[config.mk]
export PLATFORM = sky130hd
export DESIGN_NAME = alt_pulse_steerer
export DESIGN_NICKNAME = d
export VERILOG_FILES = /design/src/rtl/steer_pkg.sv /design/src/rtl/steer_datapath.sv /design/src/rtl/steer_control.sv /design/src/rtl/alt_pulse_steerer.sv
export SDC_FILE = /design/constraint.sdc
export NUM_CORES = 1
export LEC_CHECK = 0
export CAP_MARGIN = 40
export CORE_AREA = 4 4 41 43
export CTS_CLUSTER_SIZE = 16
export DETAILED_ROUTE_END_ITERATION = 10
export DIE_AREA = 0 0 45 47
export HOLD_SLACK_MARGIN = 0.03
export SKIP_LAST_GASP = 1
export SLEW_MARGIN = 20
export SYNTH_ARGS = -nofsm -noshare
export SYNTH_HDL_FRONTEND = slang
export SYNTH_SLANG_ARGS = --single-unit
export TNS_END_PERCENT = 30
[constraint.sdc]
create_clock -name clk -period 1.16 [get_ports clk]
set_input_delay 0.116 -clock clk [delete_from_list [all_inputs] [get_ports clk]]
set_output_delay 0.116 -clock clk [all_outputs]
set_load 0.02 [all_outputs]
[src/rtl/steer_pkg.sv]
package steer_pkg;

  localparam int PHASE_W = 2;

  typedef logic [PHASE_W-1:0] phase_t;

  // Strobes from the control module that tell the datapath where to gate the pulse
  typedef struct packed {
    logic routeP1;
    logic routeP2;
  } route_t;

endpackage

[src/rtl/steer_datapath.sv]
module steer_datapath
  import steer_pkg::*;
#(
  parameter int SYNC_STAGES = 2
) (
  input  logic   clk,
  input  logic   rst,
  input  logic   masterPulse,
  input  route_t route,
  output logic   syncPulse,
  output logic   driveP1,
  output logic   driveP2
);

  logic [SYNC_STAGES-1:0] syncChain;
  logic [SYNC_STAGES-1:0] stageIn;

  // Synchroniser chain: one flop per stage
  for (genvar g = 0; g < SYNC_STAGES; g++) begin : g_sync
    if (g == 0) begin : g_first
      assign stageIn[g] = masterPulse;
    end else begin : g_rest
      assign stageIn[g] = syncChain[g-1];
    end

    always_ff @(posedge clk) begin
      if (rst) syncChain[g] <= 1'b0;
      else     syncChain[g] <= stageIn[g];
    end
  end

  assign syncPulse = syncChain[SYNC_STAGES-1];

  // Registered gating: each output is a copy of the live pulse while it is routed there
  always_ff @(posedge clk) begin
    if (rst) begin
      driveP1 <= 1'b0;
      driveP2 <= 1'b0;
    end else begin
      driveP1 <= syncPulse & route.routeP1;
      driveP2 <= syncPulse & route.routeP2;
    end
  end

endmodule

[src/rtl/steer_control.sv]
module steer_control
  import steer_pkg::*;
#(
  parameter int P1_PHASE = 0,
  parameter int P2_PHASE = 2
) (
  input  logic   clk,
  input  logic   rst,
  input  logic   syncPulse,
  output route_t route,
  output phase_t phase
);

  localparam phase_t P1_SEL = phase_t'(P1_PHASE);
  localparam phase_t P2_SEL = phase_t'(P2_PHASE);

  logic prevSync;
  logic fallStrobe;

  always_ff @(posedge clk) begin
    if (rst) prevSync <= 1'b0;
    else     prevSync <= syncPulse;
  end

  // Trailing edge only: the phase never moves while a pulse is high
  assign fallStrobe = prevSync & ~syncPulse;

  always_ff @(posedge clk) begin
    if (rst)             phase <= '0;
    else if (fallStrobe) phase <= phase + phase_t'(1);
  end

  always_comb begin
    route.routeP1 = (phase == P1_SEL);
    route.routeP2 = (phase == P2_SEL);
  end

endmodule

[src/rtl/alt_pulse_steerer.sv]
module alt_pulse_steerer
  import steer_pkg::*;
#(
  parameter int SYNC_STAGES = 2,
  parameter int P1_PHASE    = 0,
  parameter int P2_PHASE    = 2
) (
  input  logic clk,
  input  logic rst,
  input  logic masterPulse,
  output logic driveP1,
  output logic driveP2
);

  route_t routeNow;
  phase_t phaseNow;
  logic   syncPulse;

  steer_control #(
    .P1_PHASE(P1_PHASE),
    .P2_PHASE(P2_PHASE)
  ) u_control (
    .clk      (clk),
    .rst      (rst),
    .syncPulse(syncPulse),
    .route    (routeNow),
    .phase    (phaseNow)
  );

  steer_datapath #(
    .SYNC_STAGES(SYNC_STAGES)
  ) u_datapath (
    .clk        (clk),
    .rst        (rst),
    .masterPulse(masterPulse),
    .route      (routeNow),
    .syncPulse  (syncPulse),
    .driveP1    (driveP1),
    .driveP2    (driveP2)
  );

endmodule

==> summary.md, run 1 <==
| Metric | Value |
|---|---|
| Worst Clk Skew | 0.814 ps |
| RSZ-0062 raised after global routing | no |
| Rel. slew slack | approximately 85% |
| Share of cells above drive strength 1 | ~30% |
| Fin nets | 36 |
| Crit Reg-Reg Startpoint | u_control.phase[0] |
| Initial Utilization | 20.3% |
| Startpoint Class | register |
| End point of the critical path | u_control.phase[1] |
| Worst Path Required | 1300 ps |
| Die Footprint | approximately 2100 um2 |
| GPL Wtd Cong | roughly 0.59 |
| Fraction of registers with async set/reset | 0% |
| Initial DRC Count | 9 |
| Arr. time, crit path | between 1000 and 1500 ps |
| Syn_nets | 27 |
| CTS clock-pin slew for the worst setup and hold paths | 50 ps |
| DR WL/cell | roughly 8.8 um |
| Hold buffer count at cts | 0 |
| Status | finished clean |
| Antenna-violating nets left | 0 |
| EDFF count, synth | 0 |
| Crit. End Element | register |
| Final hold violation count | 0 |
| Dpl hpwl | 304 um |
| Clk_lat worst skew | 250 ps |
| Peak Freq | 1000 MHz |
| Flops & latches, synth | 7 |
| Setup CP Type | register to register |
| Tmin final | 997 ps |
| Die Wd | 45 um |
| Initial antenna violation count | 0 |
| Fin crit share | 85.9% |
| Worst Setup SP | u_control.phase[0] |
| # rows | 13 |
| Largest net degree at the start of global routing | 8 |
| Area contributors post-synth | dfxtp_1 53%, ha_1 9.5%, and2b_2 6.6% |
| 1st-pass router iterations | 2 |
| Worst Hold Class | register to register |
| CP cell instances | inv_1 > ha_1 > nand4bb_1 > o31ai_1 |
| Mapped Area | 264 um2 |
| Post-Route WL | between 300 and 400 um |
| CTS tree | done |
| Post-synth top area cell | dfxtp_1 |
| Vias/cell | 3.84 |
| Postcts setup bufs | 0 |
| Post-Route Setup TNS | 0 ps |
| Core ar. | 1300 um2 |
| Final slew viol count | 0 |
| Root buffer cell | clkbuf_4 |
| Primary FF master, synth | dfxtp_1 |
| Max Root-Sink Buffers | 2 |
| # H-tree levels | 1 |
| Warnings, synthesis | 0 |
| Final setup vio count | 0 |
| Post-synthesis average cell area | 12.0 um2 |
| Area grow syn2layout | 33.2% |
| Maximum vdd drop | 802 uV |
| Via count | 173 |
| Dpl ws | -20.0 ps |
| DRC | 0 |
| Sequential share of the synthesized area | 53.1% |
| Total grt overflow | 0 |
| Library cells used by synthesis | 11 |
| Max Cap Viol | 0 |
| Pwr dens | 1410 nW/um2 |
| Final total power | 496 uW |
| First-pass GRT wire length | 779 um |
| Clock sink total | 7 |
| Tightest Pin Transition | around 230 ps |
| Synth top area share | between 50% and 60% |
| Setup ws final | about 160 ps |
| Die Ht | 47 um |
| Gr usage total | 5.80% |
| Worst-path fanout max | 3 |
| Number of port buffers | 4 |
| Min Hold Slack | 456 ps |
| Static Leakage | 0.163 nW |
| Slowest CP cell | dfxtp_1 |
| Boundary Pins | 5 |
| Reg2reg path depth | 4 |
| Number of global-route vias before repair | 204 |
| CP peak stage delay | 340 ps |
| R2R Setup Slk | 160 ps |
| CTS buffer count | 3 |
| Critical R2R Capture | u_control.phase[1] |
| Count leader, synth | dfxtp_1 |
| Post-Syn Instances | 22 |
| N_diodes | 0 |
| Fin util | a little over a quarter |
[layout by cell type (no fill, tap or decap)]
| cell type | count |
|---|---|
| dfxtp_1 | 7 |
| dlygate4sd2_1 | 1 |
| mux2_4 | 1 |
| o31ai_1 | 1 |
| nand4bb_1 | 1 |
| clkdlybuf4s50_1 | 2 |
| dlymetal6s2s_1 | 1 |
| nor2_1 | 1 |
| ha_1 | 2 |
| and2_1 | 2 |
| and2b_2 | 2 |
| clkbuf_4 | 3 |
| nor2b_2 | 2 |
| clkinv_2 | 1 |
| nor2b_1 | 1 |
| inv_1 | 2 |
[worst min-delay path by stage]
stage,startpoint,to,slack (ps),depth (start not counted)
after CTS,masterPulse,u_datapath.stageIn[1],460,2
final,u_datapath.stageIn[1],u_datapath.syncPulse,460,1
after global routing,masterPulse,u_datapath.stageIn[1],460,2
after detailed placement,u_datapath.stageIn[1],u_datapath.syncPulse,450,1
after floorplan,rst,u_control.prevSync,190,1
after global placement,u_datapath.stageIn[1],u_datapath.syncPulse,430,1
[kinds of logic after synthesis]
group | share of synthesized area, %
and+or+nand+nor | 26.1
muxes | 5.69
DFF | 53.1
adders and majority gates | 9.48
buffers and inverters | 2.84
AOI/OAI and AO/OA | 2.84
[stage by stage]
step / cells / cell area [um2]
2_1_floorplan: 22 / 264
3_3_place_gp: 41 / 323
3_5_place_dp: 41 / 323
4_1_cts: 45 / 349
5_1_grt: 45 / 352
6_report: 45 / 352
[flip-flops by register name (all words and copies together) (netlist names)]
name                  flops
u_control.phase           2
u_control.prevSync        1
u_datapath.driveP1        1
u_datapath.driveP2        1
u_datapath.stageIn        1
u_datapath.syncPulse      1
[power by group]
group / internal, mW / switching [mW] / total, mW / leakage (nW)
clock network: 0.126 / 0.0933 / 0.219 / 0.0177
registers: 0.247 / 0.00305 / 0.250 / 0.0570
logic: 0.0165 / 0.00954 / 0.0260 / 0.0887
[critical path, delay by kind of cell (launching register included)]
family | cells | cell delay [ps]
flops | 1 | 340
fa+ha+maj | 1 | 300
simple gates | 1 | 100
buf+inv | 1 | 70
compound gates | 1 | 70
[metal layers]
layer,wire length (um),vias up,part of all wire [%],track usage (%)
li1,-,86,-,-
met1,143,79,36,3.70
met2,187,8,47,10.2
met3,64,0,16,5.75
met5,0,-,0,0
met4,0,0,0,3.51
[final cells by class]
class | count | area [um2]
clock inverter | 1 | 5.00
inverter | 2 | 7.51
tap | 15 | 18.8
multi-input combinational | 13 | 116
sequential | 7 | 140
clock buffer | 3 | 22.5
timing repair buffer | 4 | 41.3
fill | 146 | 950
[timing repair]
action	CTS	global route
setup endpoints to repair	2	1
gates resized for setup	1	1
gates cloned	0	0
Power figures use the tool's default switching activity.
==> run 2: changes to the inputs <==
--- a/config.mk
+++ b/config.mk
@@ -11,8 +11,9 @@
 export DETAILED_ROUTE_END_ITERATION = 10
 export DIE_AREA = 0 0 45 47
 export HOLD_SLACK_MARGIN = 0.03
+export PLACE_DENSITY_LB_ADDON = 0.15
 export SKIP_LAST_GASP = 1
-export SLEW_MARGIN = 20
+export SLEW_MARGIN = 0
 export SYNTH_ARGS = -nofsm -noshare
 export SYNTH_HDL_FRONTEND = slang
 export SYNTH_SLANG_ARGS = --single-unit
==> constraint.sdc (replaced) <==
create_clock -name clk -period 1.16 [get_ports clk]
set_input_delay 0.348 -clock clk [delete_from_list [all_inputs] [get_ports clk]]
set_output_delay 0.348 -clock clk [all_outputs]
set_load 0.02 [all_outputs]
==> run 2 against run 1 <==
Effect of this change: critical path depth fell by 1; fmax is 12% lower; global-route usage down 0.64 points; combinational power fell by 3%; non-clock buffer count unchanged.
==> summary.md, run 2 (synthesis results as in run 1) <==
| Metric | Value |
|---|---|
| Status | finished clean |
| Setup CP Type | input pin to register |
| Dpl hpwl | 309 um (+1.9%) |
| Worst Clk Skew | 3.14 ps (+2.32 ps) |
| Initial DRC Count | 1 (-8) |
| Sequential share of power | 49.9% (-0.6 points) |
| Via count | 169 (-2.3%) |
| DR WL/cell | 9.40 um (+7.1%) |
| Tightest Pin Transition | 225 ps (-4.52 ps) |
| RSZ-0062 raised after global routing | yes |
| Final setup vio count | 0 (unchanged) |
| Arr. time, crit path | 1270 ps (+140 ps) |
| Pwr dens | 1480 nW/um2 (+5.0%) |
| Fin nets | 36 (unchanged) |
| Most frequent cells in the layout | 7 x dfxtp_1, 3 x clkbuf_4 |
| Number of port buffers | 4 (unchanged) |
| Gr usage total | 5.15% (-0.64 points) |
| Clock power share | 45.1% (+0.8 points) |
| Min Hold Slack | 455 ps (-0.764 ps) |
| Post-Route Setup TNS | 0 ps (unchanged) |
| Max Root-Sink Buffers | 2 (unchanged) |
| Worst-path fanout max | 7 (+4) |
| CTS buffer count | 3 (unchanged) |
| Core ar. | 1300 um2 (unchanged) |
| Worst Hold Class | register to register |
| Biggest register | u_control.phase |
| Setup ws final | 26.9 ps (-136 ps) |
| Final slew viol count | 0 (unchanged) |
| Vias/cell | 3.76 (-2.3%) |
| Final Cell Area | 339 um2 (-3.6%) |
| Switch Pwr | 107 uW (+1.5%) |
| # H-tree levels | 1 (unchanged) |
| CTS tree | done |
| Leading cell type in the layout, fill and taps excluded | dfxtp_1 |
| Static Leakage | 0.142 nW (-13%) |
| Initial antenna violation count | 0 (unchanged) |
| Dpl ws | -244 ps (-224 ps) |
| Initial Utilization | 20.3% (unchanged) |
| Layout fillers | 143 (-2.1%) |
| DRC | 0 (unchanged) |
| N_diodes | 0 (unchanged) |
| Share of cells above drive strength 1 | 33.3% (+3.3 points) |
| Boundary Pins | 5 (unchanged) |
| Fin crit share | 97.7% (+12 points) |
| Maximum vdd drop | 318 uV (-60%) |
| Clock sink total | 7 (unchanged) |
| Root buffer cell | clkbuf_4 |
| Peak Freq | 883 MHz (-12%) |
| Final hold violation count | 0 (unchanged) |
| First-pass GRT wire length | 683 um (-12%) |
| Die Wd | 45 um (unchanged) |
| Sw frac | 21.4% (+0.037 points) |
| Antenna-violating nets left | 0 (unchanged) |
| GPL Wtd Cong | 0.686 (+16%) |
| CTS clock-pin slew for the worst setup and hold paths | 50 ps (about the same) |
| Area grow syn2layout | 28.4% |
| Int Pwr | 394 uW (+1.2%) |
| Clk_lat worst skew | 250 ps (about the same) |
| Die Ht | 47 um (unchanged) |
| Combinational Power Share | 5.0% (-0.2 points) |
| Total grt overflow | 0 (unchanged) |
| Final std cells w/o fill | 45 (unchanged) |
| Worst Path Required | 1300 ps (about the same) |
| Tmin final | 1130 ps (+136 ps) |
| Startpoint Class | input pin |
| Rel. slew slack | 84.9% (+0.30 points) |
| Number of flip-flops in the largest register | 2 (unchanged) |
| Area post-placement | 323 um2 (unchanged) |
| Placed Cells | 41 (unchanged) |
| Postcts setup bufs | 0 (unchanged) |
| Number of global-route vias before repair | 181 (-11%) |
| Largest net degree at the start of global routing | 8 (unchanged) |
| 1st-pass router iterations | 2 (unchanged) |
| # rows | 13 (unchanged) |
| Die Footprint | 2120 um2 (unchanged) |
| Crit. End Element | register |
| Max Cap Viol | 0 (unchanged) |
| Post-Route WL | 423 um (+7.1%) |
[run 2: cell count changes in the layout (fill, tap and decap cells not counted), sizes merged]
cell,change
buf,+2
clkbuf,+1
clkinv,-1
dlygate4sd2,-1
dlymetal6s2s,-1
[run 2: per-layer routing]
layer,GRT usage (%),wire length [um],vias to the layer above
li1,-,-,85
met1,4.83,170,75
met2,7.34,200,7
met3,2.30,36,2
met4,7.02,15,0
met5,0,0,-
[run 2: what timing repair did]
item,CTS,global route
hold buffers,0,0
setup endpoints to repair,2,2
gates resized for setup,7,1
[run 2: area by class of cell]
type                            instances  area [um2]  area share (%)
Sequential cell                         7         140            41.3
Multi-Input combinational cell         13         116            34.3
Timing Repair Buffer                    4        30.0            8.86
Clock buffer                            4        26.3            7.75
Tap cell                               15        18.8            5.54
Inverter                                2        7.51            2.21
[run 2: final timing paths]
check,start,to,slack [ps],cells past startpoint
min,u_datapath.stageIn[1],u_datapath.syncPulse,450,1
max reg2reg,u_control.phase[0],u_control.phase[1],160,4
min reg2reg,u_datapath.stageIn[1],u_datapath.syncPulse,450,1
max,rst,u_control.phase[0],30,3
[run 2: stage by stage]
| stage | utilization (%) | power [mW] |
|---|---|---|
| after floorplan | - | 0.268 |
| after global placement | 24.8 | 0.281 |
| after detailed placement | 24.8 | 0.282 |
| after CTS | 26.5 | 0.513 |
| after global routing | 26.1 | 0.521 |
| final | 26.1 | 0.502 |
[run 2: power groups by stage]
stage          clock network [mW]  logic (mW)  registers, mW
5_1_grt                     0.242      0.0278          0.251
4_1_cts                     0.237      0.0256          0.250
2_1_floorplan                   0      0.0124          0.256
3_3_place_gp                    0      0.0254          0.255
6_report                    0.226      0.0251          0.251
3_5_place_dp                    0      0.0264          0.256
[run 2: worst max-delay path, cell delays in order]
cell,delay (ps)
clkdlybuf4s50_1,590
nor2b_1,80
mux2_4,260
==> run 3: changes to the inputs <==
--- a/config.mk
+++ b/config.mk
@@ -10,6 +10,7 @@
 export CTS_CLUSTER_SIZE = 16
 export DETAILED_ROUTE_END_ITERATION = 10
 export DIE_AREA = 0 0 45 47
+export GPL_TIMING_DRIVEN = 0
 export HOLD_SLACK_MARGIN = 0.03
 export PLACE_DENSITY_LB_ADDON = 0.15
 export SKIP_LAST_GASP = 1
==> run 3 against run 2 <==
Effect of this change: the run now ends with setup timing left; count of clock-buffer cells in the layout shrank 1; critical path depth stayed put; die area unchanged; critical path type unchanged; critical endpoint unchanged; largest cell class unchanged.
==> summary.md, run 3 (synthesis results as in run 1) <==
| Metric | Value |
|---|---|
| Share of cells above drive strength 1 | 36.7% (+3.3 points) |
| Most frequent cells in the layout | 7 x dfxtp_1, 3 x clkbuf_4 |
| Peak Freq | 854 MHz (-3.2%) |
| Biggest register | u_control.phase |
| Fin nets | 36 (unchanged) |
| Boundary Pins | 5 (unchanged) |
| Initial antenna violation count | 0 (unchanged) |
| Vias/cell | 3.76 (unchanged) |
| Arr. time, crit path | 1310 ps (+40 ps) |
| R2R Setup Slk | 200 ps (+40 ps) |
| CTS clock-pin slew for the worst setup and hold paths | 60 ps (about the same) |
| Post-Route WL | 386 um (-8.7%) |
| Die Ht | 47 um (unchanged) |
| Number of global-route vias before repair | 169 (-6.6%) |
| Setup CP Type | input pin to register |
| Rel. slew slack | 82.5% (-2.4 points) |
| Area grow syn2layout | 28.9% |
| Maximum vdd drop | 422 uV (+33%) |
| # H-tree levels | 1 (unchanged) |
| Initial DRC Count | 0 (-1) |
| Final slew viol count | 0 (unchanged) |
| Final setup vio count | 1 (+1) |
| Total grt overflow | 0 (unchanged) |
| CTS tree | done |
| First-pass GRT wire length | 662 um (-3.1%) |
| Root buffer cell | clkbuf_4 |
| Worst Clk Skew | 1.08 ps (-2.06 ps) |
| RSZ-0062 raised after global routing | yes |
| Slowest CP cell | clkdlybuf4s50_1 |
| Die Footprint | 2120 um2 (unchanged) |
| Max Root-Sink Buffers | 2 (unchanged) |
| CP peak stage delay | 610 ps (+20 ps) |
| Critical R2R Capture | u_control.phase[1] |
| Pwr dens | 1470 nW/um2 (-0.75%) |
| Worst Hold Class | register to register |
| Antenna-violating nets left | 0 (unchanged) |
| Hold buffer count at cts | 0 (unchanged) |
| Hold EP | u_datapath.syncPulse |
| Fin crit share | 101% (+3.3 points) |
| Tmin final | 1170 ps (+38.0 ps) |
| Number of port buffers | 4 (unchanged) |
| Hold depth | 1 (unchanged) |
| Min-delay src | u_datapath.stageIn[1] |
| Status | complete, but fails checks |
| Final total power | 500 uW (-0.38%) |
| Largest net degree at the start of global routing | 8 (unchanged) |
| Gr usage total | 5.38% (+0.23 points) |
| Postcts setup bufs | 0 (unchanged) |
| Final Cell Area | 340 um2 (+0.37%) |
| Critical path depth | 3 (unchanged) |
| Area post-placement | 323 um2 (unchanged) |
| 1st-pass router iterations | 1 (-1) |
| Bufs and invs on worst path | 1 (unchanged) |
| Startpoint Class | input pin |
| Leading cell type in the layout, fill and taps excluded | dfxtp_1 |
| Clock sink total | 7 (unchanged) |
| Worst Path Required | 1300 ps (about the same) |
| Static Leakage | 0.145 nW (+1.9%) |
| DRC | 0 (unchanged) |
| Crit. End Element | register |
| Reg2reg path depth | 4 (unchanged) |
| Die Wd | 45 um (unchanged) |
| Setup ws final | -11.1 ps (-38.0 ps) |
| Via count | 169 (unchanged) |
| Final hold violation count | 0 (unchanged) |
| # rows | 13 (unchanged) |
| Dpl hpwl | 279 um (-10%) |
| Core ar. | 1300 um2 (unchanged) |
| CP cell instances | clkdlybuf4s50_1 > nor2b_1 > mux2_4 |
| Initial Utilization | 20.3% (unchanged) |
| Worst-path fanout max | 7 (unchanged) |
| Tightest Pin Transition | 262 ps (+36.5 ps) |
| CTS buffer count | 3 (unchanged) |
| Crit Reg-Reg Startpoint | u_control.phase[0] |
| N_diodes | 0 (unchanged) |
| Clk_lat worst skew | 250 ps (about the same) |
| Largest delay share family, worst path | buffers and inverters |
| GPL Wtd Cong | 0.652 (-5.1%) |
| DR WL/cell | 8.58 um (-8.7%) |
| Min Hold Slack | 449 ps (-6.17 ps) |
| Failing checks | setup timing |
| Number of flip-flops in the largest register | 2 (unchanged) |
| Fin util | 26.2% (+0.096 points) |
| Max Cap Viol | 0 (unchanged) |
-- run 3: cell types whose count changed in the layout (fill, tap and decap cells not counted), sizes merged --
cell	delta
clkbuf	-1
clkinv	+1
-- run 3: worst max-delay path by stage --
stage                             from            endpoint  slack [ps]
finish                             rst  u_control.phase[0]         -10
detailed placement                 rst  u_control.phase[0]        -260
floorplan           u_control.phase[0]  u_control.phase[1]         250
CTS                 u_datapath.driveP2             driveP2         -10
global route                       rst  u_control.phase[0]         -20
global placement                   rst  u_control.phase[0]        -250
-- run 3: final cells by class --
cell class                      count  area (um2)
Fill cell                         150         961
Sequential cell                     7         140
Multi-Input combinational cell     13         116
Timing Repair Buffer                4        30.0
Clock buffer                        3        22.5
Tap cell                           15        18.8
Inverter                            2        7.51
Clock inverter                      1        5.00
-- run 3: routing by layer --
metal,routed length [um],vias to the layer above,GRT usage [%],part of all wire (%)
met5,0,-,0,0
met4,0,0,8.77,0
met3,40,0,4.98,10
met2,168,5,5.08,44
met1,178,78,5.03,46
li1,-,86,-,-
-- run 3: power breakdown --
part | internal (mW) | switching (mW) | leakage (nW) | total (mW)
Sequential | 0.247 | 0.00280 | 0.0570 | 0.250
Clock | 0.126 | 0.0982 | 0.0177 | 0.225
Combinational | 0.0157 | 0.00993 | 0.0704 | 0.0256
Total | 0.389 | 0.111 | 0.145 | 0.500
-- run 3: repair_timing --
item | CTS | global route
gates resized for setup | 7 | 1
setup endpoints to repair | 2 | 2
gates cloned | 0 | 0
-- run 3: per-stage QoR --
stage	TNS, ps	cells	worst slack [ps]
4_1_cts	-12.1	45	-12.1
5_1_grt	-22.7	45	-22.7
2_1_floorplan	0	22	251
6_report	-11.1	45	-11.1
3_3_place_gp	-1080	41	-247
3_5_place_dp	-1180	41	-259
